**config.mk**
```make
export PLATFORM = sky130hd
export DESIGN_NAME = pulse_seq_gen
export DESIGN_NICKNAME = d
export VERILOG_FILES = /design/src/rtl/pgen_pkg.sv /design/src/rtl/pgen_sync.sv /design/src/rtl/pgen_trig.sv /design/src/rtl/pgen_seq.sv /design/src/rtl/pulse_seq_gen.sv
export SDC_FILE = /design/constraint.sdc
export NUM_CORES = 1
export LEC_CHECK = 0
export ABC_CLOCK_PERIOD_IN_PS = 6120
export BUFFER_PORTS_ARGS = -buffer_cell sky130_fd_sc_hd__buf_2
export CAP_MARGIN = 10
export CORE_MARGIN = 3
export CORE_UTILIZATION = 55
export CTS_CLUSTER_DIAMETER = 100
export DETAILED_ROUTE_END_ITERATION = 7
export PLACE_DENSITY_LB_ADDON = 0.2
export SLEW_MARGIN = 20
export SYNTH_ARGS = -nofsm -noshare
export SYNTH_HDL_FRONTEND = slang
export SYNTH_SLANG_ARGS = --single-unit
```
**constraint.sdc**
```tcl
create_clock -name clk -period 6.12 [get_ports clk]
set_input_delay 0.306 -clock clk [delete_from_list [all_inputs] [get_ports clk]]
set_output_delay 0.306 -clock clk [all_outputs]
set_load 0.01 [all_outputs]
```
**src/rtl/pgen_pkg.sv**
```systemverilog
package pgen_pkg;
  typedef enum logic [1:0] {
    MODE_CONT     = 2'd0,
    MODE_BURST    = 2'd1,
    MODE_FOLLOW   = 2'd2,
    MODE_CONT_ALT = 2'd3
  } run_mode_e;

  typedef enum logic {
    ST_IDLE = 1'b0,
    ST_RUN  = 1'b1
  } seq_state_e;

  localparam logic [2:0] SRC_SW = 3'd0;
  localparam logic [2:0] SRC_A  = 3'd1;
  localparam logic [2:0] SRC_B  = 3'd2;
endpackage

```
**src/rtl/pgen_sync.sv**
```systemverilog
module pgen_sync #(
  parameter int WIDTH  = 4,
  parameter int STAGES = 2
) (
  input  logic             clk,
  input  logic             rst_n,
  input  logic [WIDTH-1:0] d,
  output logic [WIDTH-1:0] q
);
  localparam int NST = (STAGES < 2) ? 2 : STAGES;
  logic [NST-1:0][WIDTH-1:0] pipe;

  always_ff @(posedge clk or negedge rst_n) begin
    if (!rst_n) begin
      pipe <= '0;
    end else begin
      pipe[0] <= d;
      for (int i = 1; i < NST; i++) pipe[i] <= pipe[i-1];
    end
  end

  assign q = pipe[NST-1];
endmodule

```
**src/rtl/pgen_trig.sv**
```systemverilog
module pgen_trig #(
  parameter int SYNC_STAGES = 2
) (
  input  logic       clk,
  input  logic       rst_n,
  input  logic       sw_run,
  input  logic       trig_a,
  input  logic       trig_b,
  input  logic       gate_in,
  input  logic [3:0] trig_sel,
  output logic       trig_evt,
  output logic       follow_lvl,
  output logic       gate_lvl
);
  import pgen_pkg::*;

  logic [3:0] raw_lv, syn_lv;
  logic       sel_lvl, sel_ok, sel_prev, use_fall;

  assign raw_lv = {gate_in, trig_b, trig_a, sw_run};

  pgen_sync #(.WIDTH(4), .STAGES(SYNC_STAGES)) u_sync (
    .clk(clk), .rst_n(rst_n), .d(raw_lv), .q(syn_lv)
  );

  always_comb begin
    sel_ok  = 1'b1;
    sel_lvl = 1'b0;
    case (trig_sel[2:0])
      SRC_SW:  sel_lvl = syn_lv[0];
      SRC_A:   sel_lvl = syn_lv[1];
      SRC_B:   sel_lvl = syn_lv[2];
      default: sel_ok  = 1'b0;
    endcase
  end

  always_ff @(posedge clk or negedge rst_n) begin
    if (!rst_n) sel_prev <= 1'b0;
    else        sel_prev <= sel_lvl;
  end

  assign use_fall   = trig_sel[3];
  assign trig_evt   = sel_ok & (use_fall ? (~sel_lvl & sel_prev) : (sel_lvl & ~sel_prev));
  assign follow_lvl = sel_ok & (sel_lvl ^ use_fall);
  assign gate_lvl   = syn_lv[3];

  AST_EVT_SINGLE_CYCLE: assert property (@(posedge clk) disable iff (!rst_n)
    trig_evt && $stable(trig_sel) |=> !trig_evt || !$stable(trig_sel));

  AST_RESERVED_SILENT: assert property (@(posedge clk) disable iff (!rst_n)
    (trig_sel[2:0] > SRC_B) |-> !trig_evt && !follow_lvl);
endmodule

```
**src/rtl/pgen_seq.sv**
```systemverilog
module pgen_seq #(
  parameter int CNT_W   = 40,
  parameter int BURST_W = 16
) (
  input  logic               clk,
  input  logic               rst_n,
  input  logic               enable,
  input  logic [1:0]         run_mode,
  input  logic               trig_evt,
  input  logic [CNT_W-1:0]   period,
  input  logic [CNT_W-1:0]   width,
  input  logic [CNT_W-1:0]   delay,
  input  logic [CNT_W-1:0]   spacing,
  input  logic               double_en,
  input  logic [BURST_W-1:0] burst_cnt,
  input  logic               eob_clr,
  output logic               seq_win,
  output logic               eob,
  output logic               busy
);
  import pgen_pkg::*;

  localparam int XW = CNT_W + 2;

  function automatic logic [CNT_W-1:0] eff_period(input logic [CNT_W-1:0] p);
    return (p < CNT_W'(2)) ? CNT_W'(2) : p;
  endfunction

  function automatic logic [CNT_W-1:0] eff_width(input logic [CNT_W-1:0] w,
                                                 input logic [CNT_W-1:0] ep);
    return (w >= ep) ? ep - CNT_W'(1) : w;
  endfunction

  function automatic logic in_win(input logic [CNT_W-1:0] t,
                                  input logic [XW-1:0]    start,
                                  input logic [CNT_W-1:0] w);
    logic [XW-1:0] tx;
    tx = {2'b00, t};
    return (tx >= start) && (tx < start + {2'b00, w});
  endfunction

  seq_state_e         state;
  logic [CNT_W-1:0]   tick, sh_period, sh_width, sh_delay, sh_space;
  logic               sh_double, is_burst, eob_q;
  logic [BURST_W-1:0] remain;
  logic               live, seq_end, last_seq, eob_set, start_seq;
  logic [CNT_W-1:0]   new_period;

  assign live       = enable && (run_mode != MODE_FOLLOW);
  assign busy       = (state == ST_RUN);
  assign seq_end    = busy && (tick == sh_period - CNT_W'(1));
  assign last_seq   = is_burst && (remain == BURST_W'(1));
  assign eob_set    = live && seq_end && last_seq;
  assign start_seq  = live && !busy && trig_evt;
  assign new_period = eff_period(period);

  always_ff @(posedge clk or negedge rst_n) begin
    if (!rst_n) begin
      state     <= ST_IDLE;
      tick      <= '0;
      sh_period <= CNT_W'(2);
      sh_width  <= '0;
      sh_delay  <= '0;
      sh_space  <= '0;
      sh_double <= 1'b0;
      is_burst  <= 1'b0;
      remain    <= '0;
    end else if (!live) begin
      state <= ST_IDLE;
      tick  <= '0;
    end else if (start_seq || seq_end) begin
      tick      <= '0;
      sh_period <= new_period;
      sh_width  <= eff_width(width, new_period);
      sh_delay  <= delay;
      sh_space  <= spacing;
      sh_double <= double_en;
      if (start_seq) begin
        state    <= ST_RUN;
        is_burst <= (run_mode == MODE_BURST);
        remain   <= (burst_cnt == '0) ? BURST_W'(1) : burst_cnt;
      end else if (is_burst) begin
        if (last_seq) state <= ST_IDLE;
        else          remain <= remain - BURST_W'(1);
      end
    end else if (busy) begin
      tick <= tick + CNT_W'(1);
    end
  end

  always_ff @(posedge clk or negedge rst_n) begin
    if (!rst_n)       eob_q <= 1'b0;
    else if (eob_set) eob_q <= 1'b1;
    else if (eob_clr) eob_q <= 1'b0;
  end

  assign eob     = eob_q;
  assign seq_win = busy && (in_win(tick, {2'b00, sh_delay}, sh_width) ||
                   (sh_double && in_win(tick, {2'b00, sh_delay} + {2'b00, sh_space}, sh_width)));

  AST_TICK_IN_PERIOD: assert property (@(posedge clk) disable iff (!rst_n)
    busy |-> tick < sh_period);

  AST_LOW_AT_PERIOD_END: assert property (@(posedge clk) disable iff (!rst_n)
    seq_end && sh_delay == '0 && !sh_double |-> !seq_win);

  AST_SHADOW_HOLD: assert property (@(posedge clk) disable iff (!rst_n)
    busy && !seq_end && live |=> $stable(sh_width) && $stable(sh_delay) && $stable(sh_period));

  AST_DISABLE_IDLES: assert property (@(posedge clk) disable iff (!rst_n)
    !enable |=> !busy);

  AST_EOB_FROM_BURST: assert property (@(posedge clk) disable iff (!rst_n)
    $rose(eob_q) |-> $past(busy) && $past(is_burst) && !busy);

  AST_NO_RESTART_WHILE_BUSY: assert property (@(posedge clk) disable iff (!rst_n)
    busy && !seq_end && live |=> busy && tick == $past(tick) + CNT_W'(1));
endmodule

```
**src/rtl/pulse_seq_gen.sv**
```systemverilog
module pulse_seq_gen #(
  parameter int CNT_W       = 40,
  parameter int BURST_W     = 16,
  parameter int SYNC_STAGES = 2
) (
  input  logic               clk,
  input  logic               rst_n,
  input  logic               enable,
  input  logic [1:0]         run_mode,
  input  logic [3:0]         trig_sel,
  input  logic               sw_run,
  input  logic               trig_a,
  input  logic               trig_b,
  input  logic               gate_in,
  input  logic               gate_en,
  input  logic               double_en,
  input  logic [CNT_W-1:0]   period,
  input  logic [CNT_W-1:0]   width,
  input  logic [CNT_W-1:0]   delay,
  input  logic [CNT_W-1:0]   spacing,
  input  logic [BURST_W-1:0] burst_cnt,
  input  logic               eob_clr,
  output logic               pulse_out,
  output logic               eob
);
  import pgen_pkg::*;

  logic trig_evt, follow_lvl, gate_lvl, seq_win, busy, gate_ok, follow_on;

  pgen_trig #(.SYNC_STAGES(SYNC_STAGES)) u_trig (
    .clk(clk), .rst_n(rst_n), .sw_run(sw_run), .trig_a(trig_a), .trig_b(trig_b),
    .gate_in(gate_in), .trig_sel(trig_sel), .trig_evt(trig_evt),
    .follow_lvl(follow_lvl), .gate_lvl(gate_lvl)
  );

  pgen_seq #(.CNT_W(CNT_W), .BURST_W(BURST_W)) u_seq (
    .clk(clk), .rst_n(rst_n), .enable(enable), .run_mode(run_mode), .trig_evt(trig_evt),
    .period(period), .width(width), .delay(delay), .spacing(spacing),
    .double_en(double_en), .burst_cnt(burst_cnt), .eob_clr(eob_clr),
    .seq_win(seq_win), .eob(eob), .busy(busy)
  );

  assign follow_on = (run_mode == MODE_FOLLOW);
  assign gate_ok   = !gate_en || gate_lvl;
  assign pulse_out = enable && gate_ok && (follow_on ? follow_lvl : seq_win);

  AST_FOLLOW_NOT_BUSY: assert property (@(posedge clk) disable iff (!rst_n)
    follow_on |=> !busy || !follow_on);

  AST_GATE_MASKS_SEQ: assert property (@(posedge clk) disable iff (!rst_n)
    gate_en && !gate_lvl && busy |-> !pulse_out);
endmodule

```
== Yosys cells after proc, flatten, opt, wreduce, memory -nomap -nowiden ==
Cells that the tools add are included.
W data, S select, Z words.
Word-level totals
  register bits after elaboration: 229
  input port bits: 192
  output and inout port bits: 2
  logic and storage cells: 92
Cells by class
  $add $sub $neg: 7
  $lt $le $gt $ge: 6
  eq/ne operators: 12
  muxes and demuxes: 20
  bitwise logic cells: 7
  reductions and logical operators: 27
Operator list (count)
  $mux W40: 5
  $lt A40 B42 Y1: 2
  $add A40 B40 Y41: 2
  $ge A40 B40 Y1: 2
  $sub A40 B1 Y40 const B: 2
  $mux W16: 4
  $add A42 B40 Y42: 1
  $ge A40 B42 Y1: 1
  $add A40 B1 Y40 const B: 1
  $eq A40 B40 Y1: 1
  $lt A40 B2 Y1 const B: 1
  $eq A16 B1 Y1 const B: 1
  $logic_not A16 Y1: 1
  $sub A16 B1 Y16 const B: 1
  $logic_and A1 B1 Y1: 13
  $mux W1: 10
  $ne A2 B2 Y1 const B: 3
  $ne A3 B2 Y1 const B: 2
  $reduce_and A3 Y1: 2
  $and A1 B1 Y1: 4
  $reduce_and A4 Y1: 1
  $reduce_bool A2 Y1: 2
  $eq A3 B1 Y1 const B: 1
  $eq A3 B2 Y1 const B: 1
  other kinds (11): 15

== Depth between registers and ports, before layout ==
Gate-level depths: netlist of run 1.
  depth in word-level cells: 10
  depth in mapped cells: 33
  gate-level depth less buffers: 31

== Hierarchy ==
Synthesis of run 1 repeated with hierarchy kept, for this count alone.
Second synthesis, totals
  cell total of the unflattened synthesis: 2669
  area total of the unflattened synthesis: 22898.2 µm²
By module, submodules not included
  pgen_seq: instances 1, cells each 2640, area each 22532.9 µm², seq. area each 5506.5 µm²
  pgen_sync: instances 1, cells each 12, area each 230.2 µm², seq. area each 200.2 µm²
  pgen_trig: instances 1, cells each 13, area each 100.1 µm², seq. area each 25.0 µm²
  pulse_seq_gen: instances 1, cells each 4, area each 35.0 µm², seq. area each 0.0 µm²

== Least setup slack after synthesis of run 1 ==
No wires, ideal clock.
  path type: register -> output
  from: register u_seq.sh_delay[0]
  to: output port pulse_out
  data arrival time: 5.892 ns
  data required time: 5.814 ns
  slack: -0.078 ns
  stages on the path, launching flop included: 33
  buffers on the path: 2
  path through: dfrtp_1 ha_1 inv_1 fa_1 nor2b_1 o31ai_1 a21oi_1 a211oi_1 o21ai_0 a311oi_1 a21oi_1 or2_2 clkbuf_1 a31o_2 xor2_1 ha_1 clkbuf_1 o21ai_0 nand2b_1 a21o_1 a21oi_1 o21ai_0 a21o_1 a31oi_1 xor2_1 ha_1 nor3_1 o211ai_1 a21oi_1 o211ai_1 a311oi_1 a311oi_1 o32ai_1
Between the ends
  cells in the longest elaborated chain, start to end: 9
  elaborated cells on any way between the ends: 14
  those cells by class: 3 x add/sub; 4 x order compare; 1 x mux; 6 x reduce/logical
Ends and longest elaborated chain
  from (decl): line pgen_seq.sv:43  | logic [CNT_W-1:0] tick, sh_period, sh_width, sh_delay, sh_space;
  from (signal assigned): line pgen_seq.sv:75  | sh_delay <= delay;
  $add A40 B40 Y41: line pgen_seq.sv:99  | (sh_double && in_win(tick, {2'b00, sh_delay} + {2'b00, sh_space}, sh_width)));
  $add A42 B40 Y42: line pgen_seq.sv:39  | return (tx >= start) && (tx < start + {2'b00, w});
  $lt A40 B42 Y1: line pgen_seq.sv:39
  $logic_and A1 B1 Y1: line pgen_seq.sv:39
  $logic_and A1 B1 Y1: line pgen_seq.sv:99
  $logic_or A1 B1 Y1 (*): line pgen_seq.sv:98  | assign seq_win = busy && (in_win(tick, {2'b00, sh_delay}, sh_width) ||
  $logic_and A1 B1 Y1 (*): line pgen_seq.sv:98
  $mux W1 (*): line pulse_seq_gen.sv:45  | assign pulse_out = enable && gate_ok && (follow_on ? follow_lvl : seq_win);
  $logic_and A1 B1 Y1 (*): line pulse_seq_gen.sv:45
  to (decl): line pulse_seq_gen.sv:23  | output logic pulse_out,
Mark *: on every way between the ends. The rest lies on a longest branch, timed or not.

== Worst setup path in the final report of run 1 ==
  from: register u_seq.sh_space[14]
  to: output port pulse_out
Between the ends
  cells in the longest elaborated chain, start to end: 9
  elaborated cells on any way between the ends: 10
  those cells by class: 2 x add/sub; 2 x order compare; 1 x mux; 5 x reduce/logical
Ends and longest elaborated chain
  from (decl): line pgen_seq.sv:43
  from (signal assigned): line pgen_seq.sv:76  | sh_space <= spacing;
  $add A40 B40 Y41 (*): line pgen_seq.sv:99
  $add A42 B40 Y42: line pgen_seq.sv:39
  $lt A40 B42 Y1: line pgen_seq.sv:39
  $logic_and A1 B1 Y1 (*): line pgen_seq.sv:39
  $logic_and A1 B1 Y1 (*): line pgen_seq.sv:99
  $logic_or A1 B1 Y1 (*): line pgen_seq.sv:98
  $logic_and A1 B1 Y1 (*): line pgen_seq.sv:98
  $mux W1 (*): line pulse_seq_gen.sv:45
  $logic_and A1 B1 Y1 (*): line pulse_seq_gen.sv:45
Marked as above.

==> impl_results.md, run 1 <==
- Status: complete, but fails checks
- Failing checks: negative setup slack
- Post-Synthesis Cells: 2,595
- Worst-path cell with the longest stage delay: dfrtp_1
- Maxcap violations: 0
- Top cell by count, worst path: buf_4
- Syn avg cell area: 8.66 sq um
- Die area: 43,300 sq um
- I/O pins: 194
- Dominant register cell in the synthesized netlist: dfrtp_1
- Die height: 208 microns
- First-pass GRT wire length: 115,000 microns
- Post-synthesis sequential area ratio: 25.5%
- Highest Clock Rate: 0.143 GHz
- DR iter-0 viols: 1,674
- Yosys reg bits: 229
- Yosys cell types: 79
- Vias: 22,000
- Worst Tran Pin Value: 972 ps
- Fill count: 3,117
- CP max stage delay: 390 ps
- Clock power frac: 14.8%
- Overflow after GRT: 0
- H-tree levels: 1
- Final HPWL DP: 56,500 microns
- Sequential power share: 17.0%
- CTS tree: yes
- N_diodes: 0
- Final Core Density: 70.3%
- Worst setup SP type: flip-flop
- Vias in the first global route: 21,600
- Layout area overhead: 25.2%
- Final slew viol count: 0
- CP top delay family: compound AO/OA/AOI/OAI gates
- Tmin final: 6970 ps
- Clock latency at the later pin of the worst-skew pair: 600 ps
- Routed wire per std cell: 20.2 microns
- Initial antenna violation count: 1
- Critical Path AT: 6660 ps
- CTS root buf: clkbuf_16
- Clk_skew: 18.8 ps
- CORE AREA: 40,000 sq um
- Routed Antenna Nets: 0
- Final wirelength: 73,300 microns
- Rel. slew slack: 34.6%
- Final Setup Violations: 1
- Peak VDD IR: 0.000250 V
- EDFF count, synth: 0
- Layout net count: 3,598
- RSZ-0062 raised after global routing: true
- Ys Warns: 0
- Final Hold Fails: 0
- Chip width: 208 microns
- FFs w/ async S/R, synth: 100%
- Switch share: 44.9%
- Highest metal used: met5
- Sw power: 5.65 mW
- First-pass DRT Iterations: 6
- Post-DP Area: 25,400 sq um
- Share of cells above drive strength 1: 20.0%
- Row count: 73
- Via density: 6.06
- Hold WC Path Type: in -> reg
- Crit share post-route: 114%
- GP Congestion: 0.967
- Initial Utilization: 56.2%
- Pwr per Cell Area: 447 nW/um^2
- CP Capture Type: output port
- Tot GR Track Use: 32.5%
- Syn_nets: 3,114
- Kind of critical path: reg -> out
- Leakage: 13.9 nW
- Synthesized area: 22,500 sq um
- CTS clk-pin slew, worst paths: 60 ps
- WL met3: 5500 microns
- DRT met1 WL: 33,800 microns
- DRC: 0
- Metal2 WL: 31,500 microns
- Clock buffer depth: 3
- Crit path buffers/inverters: 5
- Port Buffers: 193
- Fin area: 28,100 sq um
- Fin worst setup slack: -850 ps
- Clock Sinks: 229
- CTS buffer count: 30
- Internal power: 6.93 mW
- Largest net degree at the start of global routing: 167
- CP required: 5810 ps
- CP Max Fanout: 3
- Power share of the combinational group: 68.2%
-- cell usage after synthesis (6+ instances only) --
library cell,instances,area (sq um)
a2111oi_0,10,87.6
a211oi_1,22,165
a21o_1,106,796
a21oi_1,191,956
a311oi_1,6,52.6
a31oi_1,22,138
a41oi_1,7,61.3
and3_1,21,131
and4_1,9,78.8
buf_2,8,40.0
buf_4,6,45.0
buf_6,7,78.8
clkbuf_1,59,221
dfrtp_1,228,5710
ha_1,324,4050
inv_1,170,638
mux2_1,55,619
mux2_2,54,608
mux2i_1,13,130
nand2_1,154,578
nand2b_1,37,231
nand3_1,57,285
nand4_1,77,482
nor2_1,186,698
nor2b_1,24,150
nor3_1,63,315
nor4_1,36,225
o2111ai_1,7,61.3
o211ai_1,20,150
o21a_1,20,150
o21ai_0,130,651
o21bai_1,20,150
o22ai_1,53,332
o31ai_1,8,60.1
or2_2,10,62.6
or3_1,23,144
or4_1,10,75.1
xnor2_1,144,1260
xor2_1,100,876
-- area by class of cell --
cell class	instances	area [sq um]	share of cell area, %
clock buffer	36	803	2.86
clock inverter	20	258	0.917
inverter	170	638	2.27
multi-input combinational	2114	16200	57.5
sequential	229	5730	20.4
tap	525	657	2.34
timing repair buffer	534	3860	13.7
-- cell usage in the layout (no fill, tap or decap), types with 30 or more instances in the layout --
cell type | netlist | routed
ha_1 | 324 | 319
buf_4 | 6 | 228
dfrtp_1 | 228 | 228
buf_2 | 8 | 192
nor2_1 | 186 | 185
a21oi_1 | 191 | 178
inv_1 | 170 | 169
nand2_1 | 154 | 153
xnor2_1 | 144 | 143
o21ai_0 | 130 | 118
dlygate4sd3_1 | 0 | 108
a21o_1 | 106 | 106
xor2_1 | 100 | 98
nand4_1 | 77 | 77
nor3_1 | 63 | 60
nand3_1 | 57 | 56
mux2_1 | 55 | 55
mux2_2 | 54 | 54
o22ai_1 | 53 | 52
nand2b_1 | 37 | 36
nor4_1 | 36 | 33
clkbuf_16 | 0 | 30
-- cells by family after synthesis --
group / share of synthesized area (%)
xor gates and xnor gates: 9.51
muxes: 6.04
DFF: 25.5
AOI/OAI and AO/OA: 19.3
adders and majority gates: 18.3
buffers and inverters: 4.59
and+or+nand+nor: 16.8
-- flip-flops by register name, indices dropped and copies added, names as in the netlist, 4 cells and up --
name	flops
u_seq.remain	16
u_seq.sh_delay	40
u_seq.sh_period	40
u_seq.sh_space	40
u_seq.sh_width	40
u_seq.tick	40
u_trig.u_sync.pipe	4
u_trig.u_sync.q	4
-- stage by stage --
step	total power, mW	hold WS, ps	instances	setup TNS (ps)	setup slack, ps
4_1_cts	12.2	1.68	3621	-789	-789
3_5_place_dp	9.85	287	3441	-1000	-1000
6_report	12.6	34.3	3628	-850	-850
2_1_floorplan	7.17	10.4	2595	0	82.1
3_3_place_gp	9.65	277	3441	-867	-867
5_1_grt	13.5	20.2	3628	-1200	-1200
-- power groups by stage --
stage | combinational (mW) | sequential [mW] | clock [mW]
3_3_place_gp | 7.52 | 2.13 | 0
4_1_cts | 8.16 | 2.12 | 1.89
2_1_floorplan | 5.19 | 1.98 | 0
3_5_place_dp | 7.71 | 2.14 | 0
6_report | 8.58 | 2.14 | 1.86
5_1_grt | 9.40 | 2.17 | 1.96
-- final timing paths --
path / from / end / slack [ps] / cells after the start
worst max-delay path: u_seq.sh_space[14] / pulse_out / -850 / 31
worst min-delay path: period[36] / u_seq.sh_period[36] / 30 / 2
worst max register to register: u_seq.sh_period[3] / u_seq.sh_space[13] / 1310 / 11
worst min register to register: u_trig.u_sync.pipe[0] / u_trig.u_sync.q[0] / 360 / 0
max in group asynchronous: rst_n / u_trig.u_sync.q[2] / 4570 / 3
min in group asynchronous: rst_n / u_seq.sh_space[16] / 260 / 2
-- per-layer routing --
metal / global-route usage (%) / vias up
li1: - / 10500
met1: 46.4 / 10500
met2: 50.3 / 848
met3: 6.02 / 144
met4: 9.88 / 2
met5: 0 / -
-- repair_timing --
action | CTS | global route
hold endpoints to repair | 169 | 0
hold buffers | 108 | 0
setup endpoints to repair | 1 | 1
resized for setup | 58 | 35
setup buffers | 17 | 7
pin swaps | 42 | 53
No activity file was read; power rests on OpenSTA's default activity.
==> inputs of run 2 (changes only) <==
--- a/config.mk
+++ b/config.mk
@@ -5,7 +5,7 @@
 export SDC_FILE = /design/constraint.sdc
 export NUM_CORES = 1
 export LEC_CHECK = 0
-export ABC_CLOCK_PERIOD_IN_PS = 6120
+export ABC_CLOCK_PERIOD_IN_PS = 6200
 export BUFFER_PORTS_ARGS = -buffer_cell sky130_fd_sc_hd__buf_2
 export CAP_MARGIN = 10
 export CORE_MARGIN = 3
==> constraint.sdc (replaced) <==
create_clock -name clk -period 6.2 [get_ports clk]
set_input_delay 0.31 -clock clk [delete_from_list [all_inputs] [get_ports clk]]
set_output_delay 0.31 -clock clk [all_outputs]
set_load 0.01 [all_outputs]
==> impl_results.md, run 2 (same netlist as run 1, synthesis figures left out) <==
- Crit share post-route: 112%
- Worst r2r dst: u_seq.sh_space[24]
- WL met3: 5190 microns (-5.6%)
- Hold Crit Endpoint: u_seq.sh_delay[27]
- N_diodes: 0 (unchanged)
- CP max stage delay: 390 ps (about the same)
- Layout area overhead: 24.1%
- Largest net degree at the start of global routing: 164 (-1.8%)
- DR iter-0 viols: 1,748 (+4.4%)
- Clock buffer depth: 3 (unchanged)
- CTS tree: yes
- Highest Clock Rate: 0.144 GHz
- Final Hold Fails: 0 (unchanged)
- CTS clk-pin slew, worst paths: 60 ps (about the same)
- Row count: 73 (unchanged)
- Final wirelength: 73,700 microns (+0.51%)
- Metal2 WL: 32,700 microns (+3.7%)
- Top cell by count, worst path: a21oi_1
- Rel. slew slack: 31.2% (-3.3 points)
- Maxcap violations: 0 (unchanged)
- CTS buffer count: 29 (-3.3%)
- Final Setup Violations: 1 (unchanged)
- Failing checks: negative setup slack
- Routed wire per std cell: 20.4 microns (+1.1%)
- H-tree levels: 1 (unchanged)
- Post-Layout Cell Count: 3,606 (-0.61%)
- Highest metal used: met5
- Final slew viol count: 0 (unchanged)
- Most frequent cells in the layout: ha_1 (317), dfrtp_1 (228), buf_4 (223)
- DRT met1 WL: 33,900 microns (+0.55%)
- CP required: 5890 ps (+80 ps)
- First-pass DRT Iterations: 6 (unchanged)
- Worst Tran Pin Value: 1030 ps (+59.1 ps)
- Tot GR Track Use: 33.0% (+0.55 points)
- Layout net count: 3,578 (-0.56%)
- Leakage: 13.9 nW (-0.61%)
- CORE AREA: 40,000 sq um (unchanged)
- Final Core Density: 69.7% (-0.62 points)
- Status: complete, but fails checks
- CP Capture Type: output port
- RSZ-0062 raised after global routing: true
- Worst-path cell with the longest stage delay: dfrtp_1
- Clock latency at the later pin of the worst-skew pair: 580 ps (-20 ps)
- Tmin final: 6950 ps
- I/O pins: 194 (unchanged)
- Via density: 6.14 (+1.4%)
- CTS root buf: clkbuf_16
- GP Congestion: 0.927 (-4.1%)
- Clk_skew: 12.3 ps (-6.51 ps)
- DP Cell Count: 3,441 (unchanged)
- Die area: 43,300 sq um (unchanged)
- Initial Utilization: 56.2% (unchanged)
- Pwr Total: 12.3 mW (-1.9%)
- Vias in the first global route: 22,000 (+2.1%)
- Share of cells above drive strength 1: 19.9% (-0.12 points)
- Worst Hold Path Cells: 3 (+1)
- Routed Antenna Nets: 0 (unchanged)
- Port Buffers: 193 (unchanged)
- DRC: 0 (unchanged)
- CP startpoint: u_seq.sh_delay[12]
- Setup TNS: -749 ps (+100 ps)
- Hold Startpoint: delay[27]
- Pwr per Cell Area: 443 nW/um^2 (-1.0%)
- Vias: 22,100 (+0.79%)
- R2r worst-path depth: 11 (unchanged)
- Clock Sinks: 229 (unchanged)
- Die height: 208 microns (unchanged)
- Final HPWL DP: 57,300 microns (+1.3%)
- Leading cell type in the layout, fill and taps excluded: ha_1
- Hold WC Path Type: in -> reg
- First-pass GRT wire length: 118,000 microns (+2.5%)
- Fill count: 3,228 (+3.6%)
- CP Max Fanout: 3 (unchanged)
- Worst setup SP type: flip-flop
- R2r startpoint: u_seq.sh_period[9]
- Peak VDD IR: 0.000223 V (-11%)
- Initial antenna violation count: 3 (+2)
- Reg2reg setup slack: 1300 ps (about the same)
- Chip width: 208 microns (unchanged)
- Kind of critical path: reg -> out
- Fin worst setup slack: -749 ps (+100 ps)
- Overflow after GRT: 0 (unchanged)
- Critical Path AT: 6640 ps (-20 ps)
run 2: changes by cell type in the layout (fill, tap and decap cells not counted), sizes merged:
cell,before,now
inv,173,172
buf,426,421
clkinv,9,6
clkbuf,36,38
dlygate4sd3,108,94
bufinv,4,5
clkinvlp,4,2
run 2: power by group:
group | switching [mW] | internal (mW) | leakage, nW
clock network | 0.709 | 1.13 | 0.507
logic | 4.41 | 3.95 | 10.4
registers | 0.373 | 1.76 | 2.90
run 2: stage by stage:
step | instance area [sq um] | hold WS (ps) | worst slack, ps
2_1_floorplan | 22500 | 14.4 | 74.8
3_3_place_gp | 25300 | 279 | -762
3_5_place_dp | 25300 | 288 | -860
4_1_cts | 27700 | 1.45 | -629
5_1_grt | 27900 | 12.5 | -1140
6_report | 27900 | 26.9 | -749
run 2: cell type report:
type                            instances  area, sq um  share of cell area, %
Clock buffer                           38          810                   2.90
Clock inverter                         15          228                  0.817
Inverter                              170          638                   2.29
Multi-Input combinational cell       2114        16100                   57.9
Sequential cell                       229         5730                   20.6
Tap cell                              525          657                   2.36
Timing Repair Buffer                  515         3680                   13.2
run 2: worst max-delay path by stage:
stage          cells past startpoint         to  slack, ps
4_1_cts                           32  pulse_out       -630
6_report                          32  pulse_out       -750
3_3_place_gp                      31  pulse_out       -760
3_5_place_dp                      31  pulse_out       -860
5_1_grt                           32  pulse_out      -1140
2_1_floorplan                     32  pulse_out         70
run 2: worst max-delay path: cells and delay by family (launching register included):
kind | cells | cell delay [ps]
AOI/OAI and AO/OA | 22 | 3790
xor gates and xnor gates | 2 | 340
and+or+nand+nor | 3 | 350
adders and majority gates | 3 | 840
DFF | 1 | 390
buffers and inverters | 2 | 350
run 2: repair_timing:
item | CTS | global route
pin swaps | 64 | 20
gates resized for setup | 77 | 16
buffers inserted | 16 | 3
endpoints found under the hold margin | 158 | 0
hold buffers | 94 | 0
setup endpoints to repair | 1 | 1
run 2: layer usage:
metal / global-route usage, % / up-vias
met5: 0 / -
met1: 47.8 / 10700
met2: 52.7 / 833
li1: - / 10500
met3: 4.57 / 124
met4: 7.67 / 2
==> inputs of run 3 (changes only) <==
--- a/config.mk
+++ b/config.mk
@@ -5,6 +5,7 @@
 export SDC_FILE = /design/constraint.sdc
 export NUM_CORES = 1
 export LEC_CHECK = 0
+export ABC_AREA = 1
 export ABC_CLOCK_PERIOD_IN_PS = 6200
 export BUFFER_PORTS_ARGS = -buffer_cell sky130_fd_sc_hd__buf_2
 export CAP_MARGIN = 10
@@ -13,6 +14,7 @@
 export CTS_CLUSTER_DIAMETER = 100
 export DETAILED_ROUTE_END_ITERATION = 7
 export PLACE_DENSITY_LB_ADDON = 0.2
+export REMOVE_ABC_BUFFERS = 1
 export SLEW_MARGIN = 20
 export SYNTH_ARGS = -nofsm -noshare
 export SYNTH_HDL_FRONTEND = slang
==> impl_results.md, run 3 <==
- Status: complete, but fails checks
- Failing checks: negative setup slack
- Layout net count: 4,500 (+26%)
- CTS root buf: clkbuf_16
- Crit path buffers/inverters: 5 (+3)
- Final Setup Violations: 1 (unchanged)
- CTS tree: yes
- Post-synthesis sequential area ratio: 22.9% (-2.7 points)
- Yosys cell types: 54 (-32%)
- Vias in the first global route: 24,100 (+9.4%)
- CP max stage delay: 390 ps (about the same)
- Yosys reg bits: 229 (unchanged)
- Leading cell type in the layout, fill and taps excluded: nand2_1
- H-tree levels: 1 (unchanged)
- Met2 Usage GRT: 51.2% (-1.5 points)
- Overflow after GRT: 0 (unchanged)
- Critical Path AT: 5980 ps (-660 ps)
- Reg2reg setup slack: 2010 ps (+710 ps)
- Share of cells above drive strength 1: 10.2% (-9.6 points)
- GRT busiest layer: met2
- Pwr per Cell Area: 379 nW/um^2 (-14%)
- Dominant register cell in the synthesized netlist: dfrtp_1
- Leading area contributor after synthesis: dfrtp_1
- Fill count: 4,218 (+31%)
- Row count: 77 (+5.5%)
- Fin worst setup slack: -88.4 ps (+661 ps)
- Kind of critical path: reg -> out
- Final slew viol count: 0 (unchanged)
- Most frequent cells in the layout: nand2_1 (972), inv_1 (467), nor2_1 (439)
- Synth top cells by count: nand2_1 (978), inv_1 (472), nor2_1 (443)
- WHS: 17.6 ps (-9.29 ps)
- Final Core Density: 63.7% (-6.0 points)
- Highest Clock Rate: 0.159 GHz (+11%)
- Final HPWL DP: 62,600 microns (+9.2%)
- Met1 Usage GRT: 42.9% (-4.9 points)
- Clock Sinks: 229 (unchanged)
- Chip width: 220 microns (+5.5%)
- Synth top area share: 22.7% (-2.6 points)
- Layout area overhead: 13.3%
- Vias: 25,200 (+14%)
- First-pass DRT Iterations: 5 (-1)
- I/O pins: 194 (unchanged)
- FFs w/ async S/R, synth: 100% (unchanged)
- DRC: 0 (unchanged)
- Largest net degree at the start of global routing: 230 (+40%)
- CP required: 5890 ps (about the same)
- Crit share post-route: 101% (-11 points)
- Initial antenna violation count: 0 (-3)
- CP top delay family: simple AND/OR/NAND/NOR gates
- Die height: 220 microns (+5.5%)
- Setup TNS: -88.4 ps (+661 ps)
- DR iter-0 viols: 1,622 (-7.2%)
- Worst setup SP type: flip-flop
- Post-Synthesis Cells: 3,729 (+44%)
- Top post-synthesis cells by area: dfrtp_1 (23%), ha_1 (16%), nand2_1 (15%)
- Synthesized area: 25,100 sq um (+12%)
- Clock buffer depth: 3 (unchanged)
- Initial Utilization: 56.2% (+0.073 points)
- Port Buffers: 193 (unchanged)
- Via density: 5.48 (-11%)
- Tmin final: 6290 ps (-661 ps)
- GP Congestion: 0.951 (+2.6%)
- Most common cell in the netlist: nand2_1
- Tot GR Track Use: 31.6% (-1.4 points)
- Worst Tran Pin Value: 1050 ps (+14.2 ps)
- Final Hold Fails: 0 (unchanged)
- Clk_skew: 9.89 ps (-2.44 ps)
- RSZ-0062 raised after global routing: true
- Hold WC Path Type: in -> reg
- Peak VDD IR: 0.000258 V (+16%)
- Routed Antenna Nets: 0 (unchanged)
- CORE AREA: 44,600 sq um (+11%)
- Die area: 48,200 sq um (+11%)
- Maxcap violations: 0 (unchanged)
- Routed wire per std cell: 16.9 microns (-17%)
- Syn avg cell area: 6.73 sq um (-22%)
- Leakage: 15.1 nW (+8.6%)
- Worst-path cell with the longest stage delay: fa_2
- Met3 usage: 2.87% (-1.7 points)
- CP Capture Type: output port
- CTS clk-pin slew, worst paths: 60 ps (about the same)
- Rel. slew slack: 30.3% (-0.95 points)
- First-pass GRT wire length: 122,000 microns (+3.2%)
- Final wirelength: 77,600 microns (+5.4%)
- Clock latency at the later pin of the worst-skew pair: 560 ps (-20 ps)
- Top cell by count, worst path: nand2_1
- CP Max Fanout: 5 (+2)
- CTS buffer count: 26 (-10%)
- EDFF count, synth: 0 (unchanged)
- Ys Warns: 0 (unchanged)
==> run 3: cell families after synthesis <==
| kind of cell | synth area share (%) |
|---|---|
| AND/OR/NAND/NOR | 30.4 |
| AO/OA/AOI/OAI | 13.3 |
| buffers and inverters | 9.19 |
| adder cells (fa/ha/maj) | 16.4 |
| flip-flops | 22.9 |
| XOR/XNOR | 7.88 |
==> run 3: where the power goes <==
part / total [mW] / internal [mW] / switching (mW)
clock network: 1.55 / 0.890 / 0.661
logic: 6.96 / 2.58 / 4.39
registers: 2.25 / 1.79 / 0.460
==> run 3: worst paths after layout <==
kind                                            end  depth (start not counted)             startpoint
worst max-delay path                      pulse_out                         42      u_seq.sh_delay[0]
worst min-delay path             u_seq.sh_space[31]                          3            spacing[31]
worst max register to register  u_seq.sh_period[38]                         18     u_seq.sh_period[0]
worst min register to register   u_trig.u_sync.q[2]                          0  u_trig.u_sync.pipe[2]
max in group asynchronous       u_seq.sh_period[39]                          3                  rst_n
min in group asynchronous        u_seq.sh_delay[10]                          2                  rst_n
==> run 3: layout make-up <==
cell class | instances | area [sq um] | area share, %
sequential | 229 | 5730 | 20.2
inverter | 477 | 1790 | 6.31
tap | 592 | 741 | 2.61
clock inverter | 13 | 116 | 0.409
clock buffer | 35 | 746 | 2.62
timing repair buffer | 300 | 1980 | 6.98
multi-input combinational | 2947 | 17300 | 60.9
antenna | 1 | 2.50 | 0.00880
==> run 3: repair_timing <==
item / CTS / global route
hold buffers: 72 / 0
pin swaps: 10 / 20
resized for setup: 31 / 34
setup endpoints to repair: 1 / 1
hold endpoints to repair: 149 / 0
buffers inserted: 9 / 5
==> run 3: tightest hold or removal path: stages <==
cell and delay, ps:
buf_2 80, nand3_1 80, nand2_1 80
==> run 3: per-stage QoR <==
| step | worst slack, ps | power, mW | area (sq um) | cells |
|---|---|---|---|---|
| final | -88.4 | 10.8 | 28400 | 4594 |
| after CTS | 0.497 | 10.6 | 28300 | 4588 |
| after detailed placement | 69.3 | 8.78 | 26500 | 4459 |
| after global routing | -450 | 11.8 | 28400 | 4593 |
| after global placement | 212 | 8.71 | 26500 | 4459 |
| after floorplan | 1130 | 6.97 | 24600 | 3653 |
==> run 3: per-layer routing <==
layer,share of wire (%),vias to the layer above
li1,-,12700
met1,45,11500
met2,44,754
met3,6.1,170
met4,5.0,0
met5,0,-
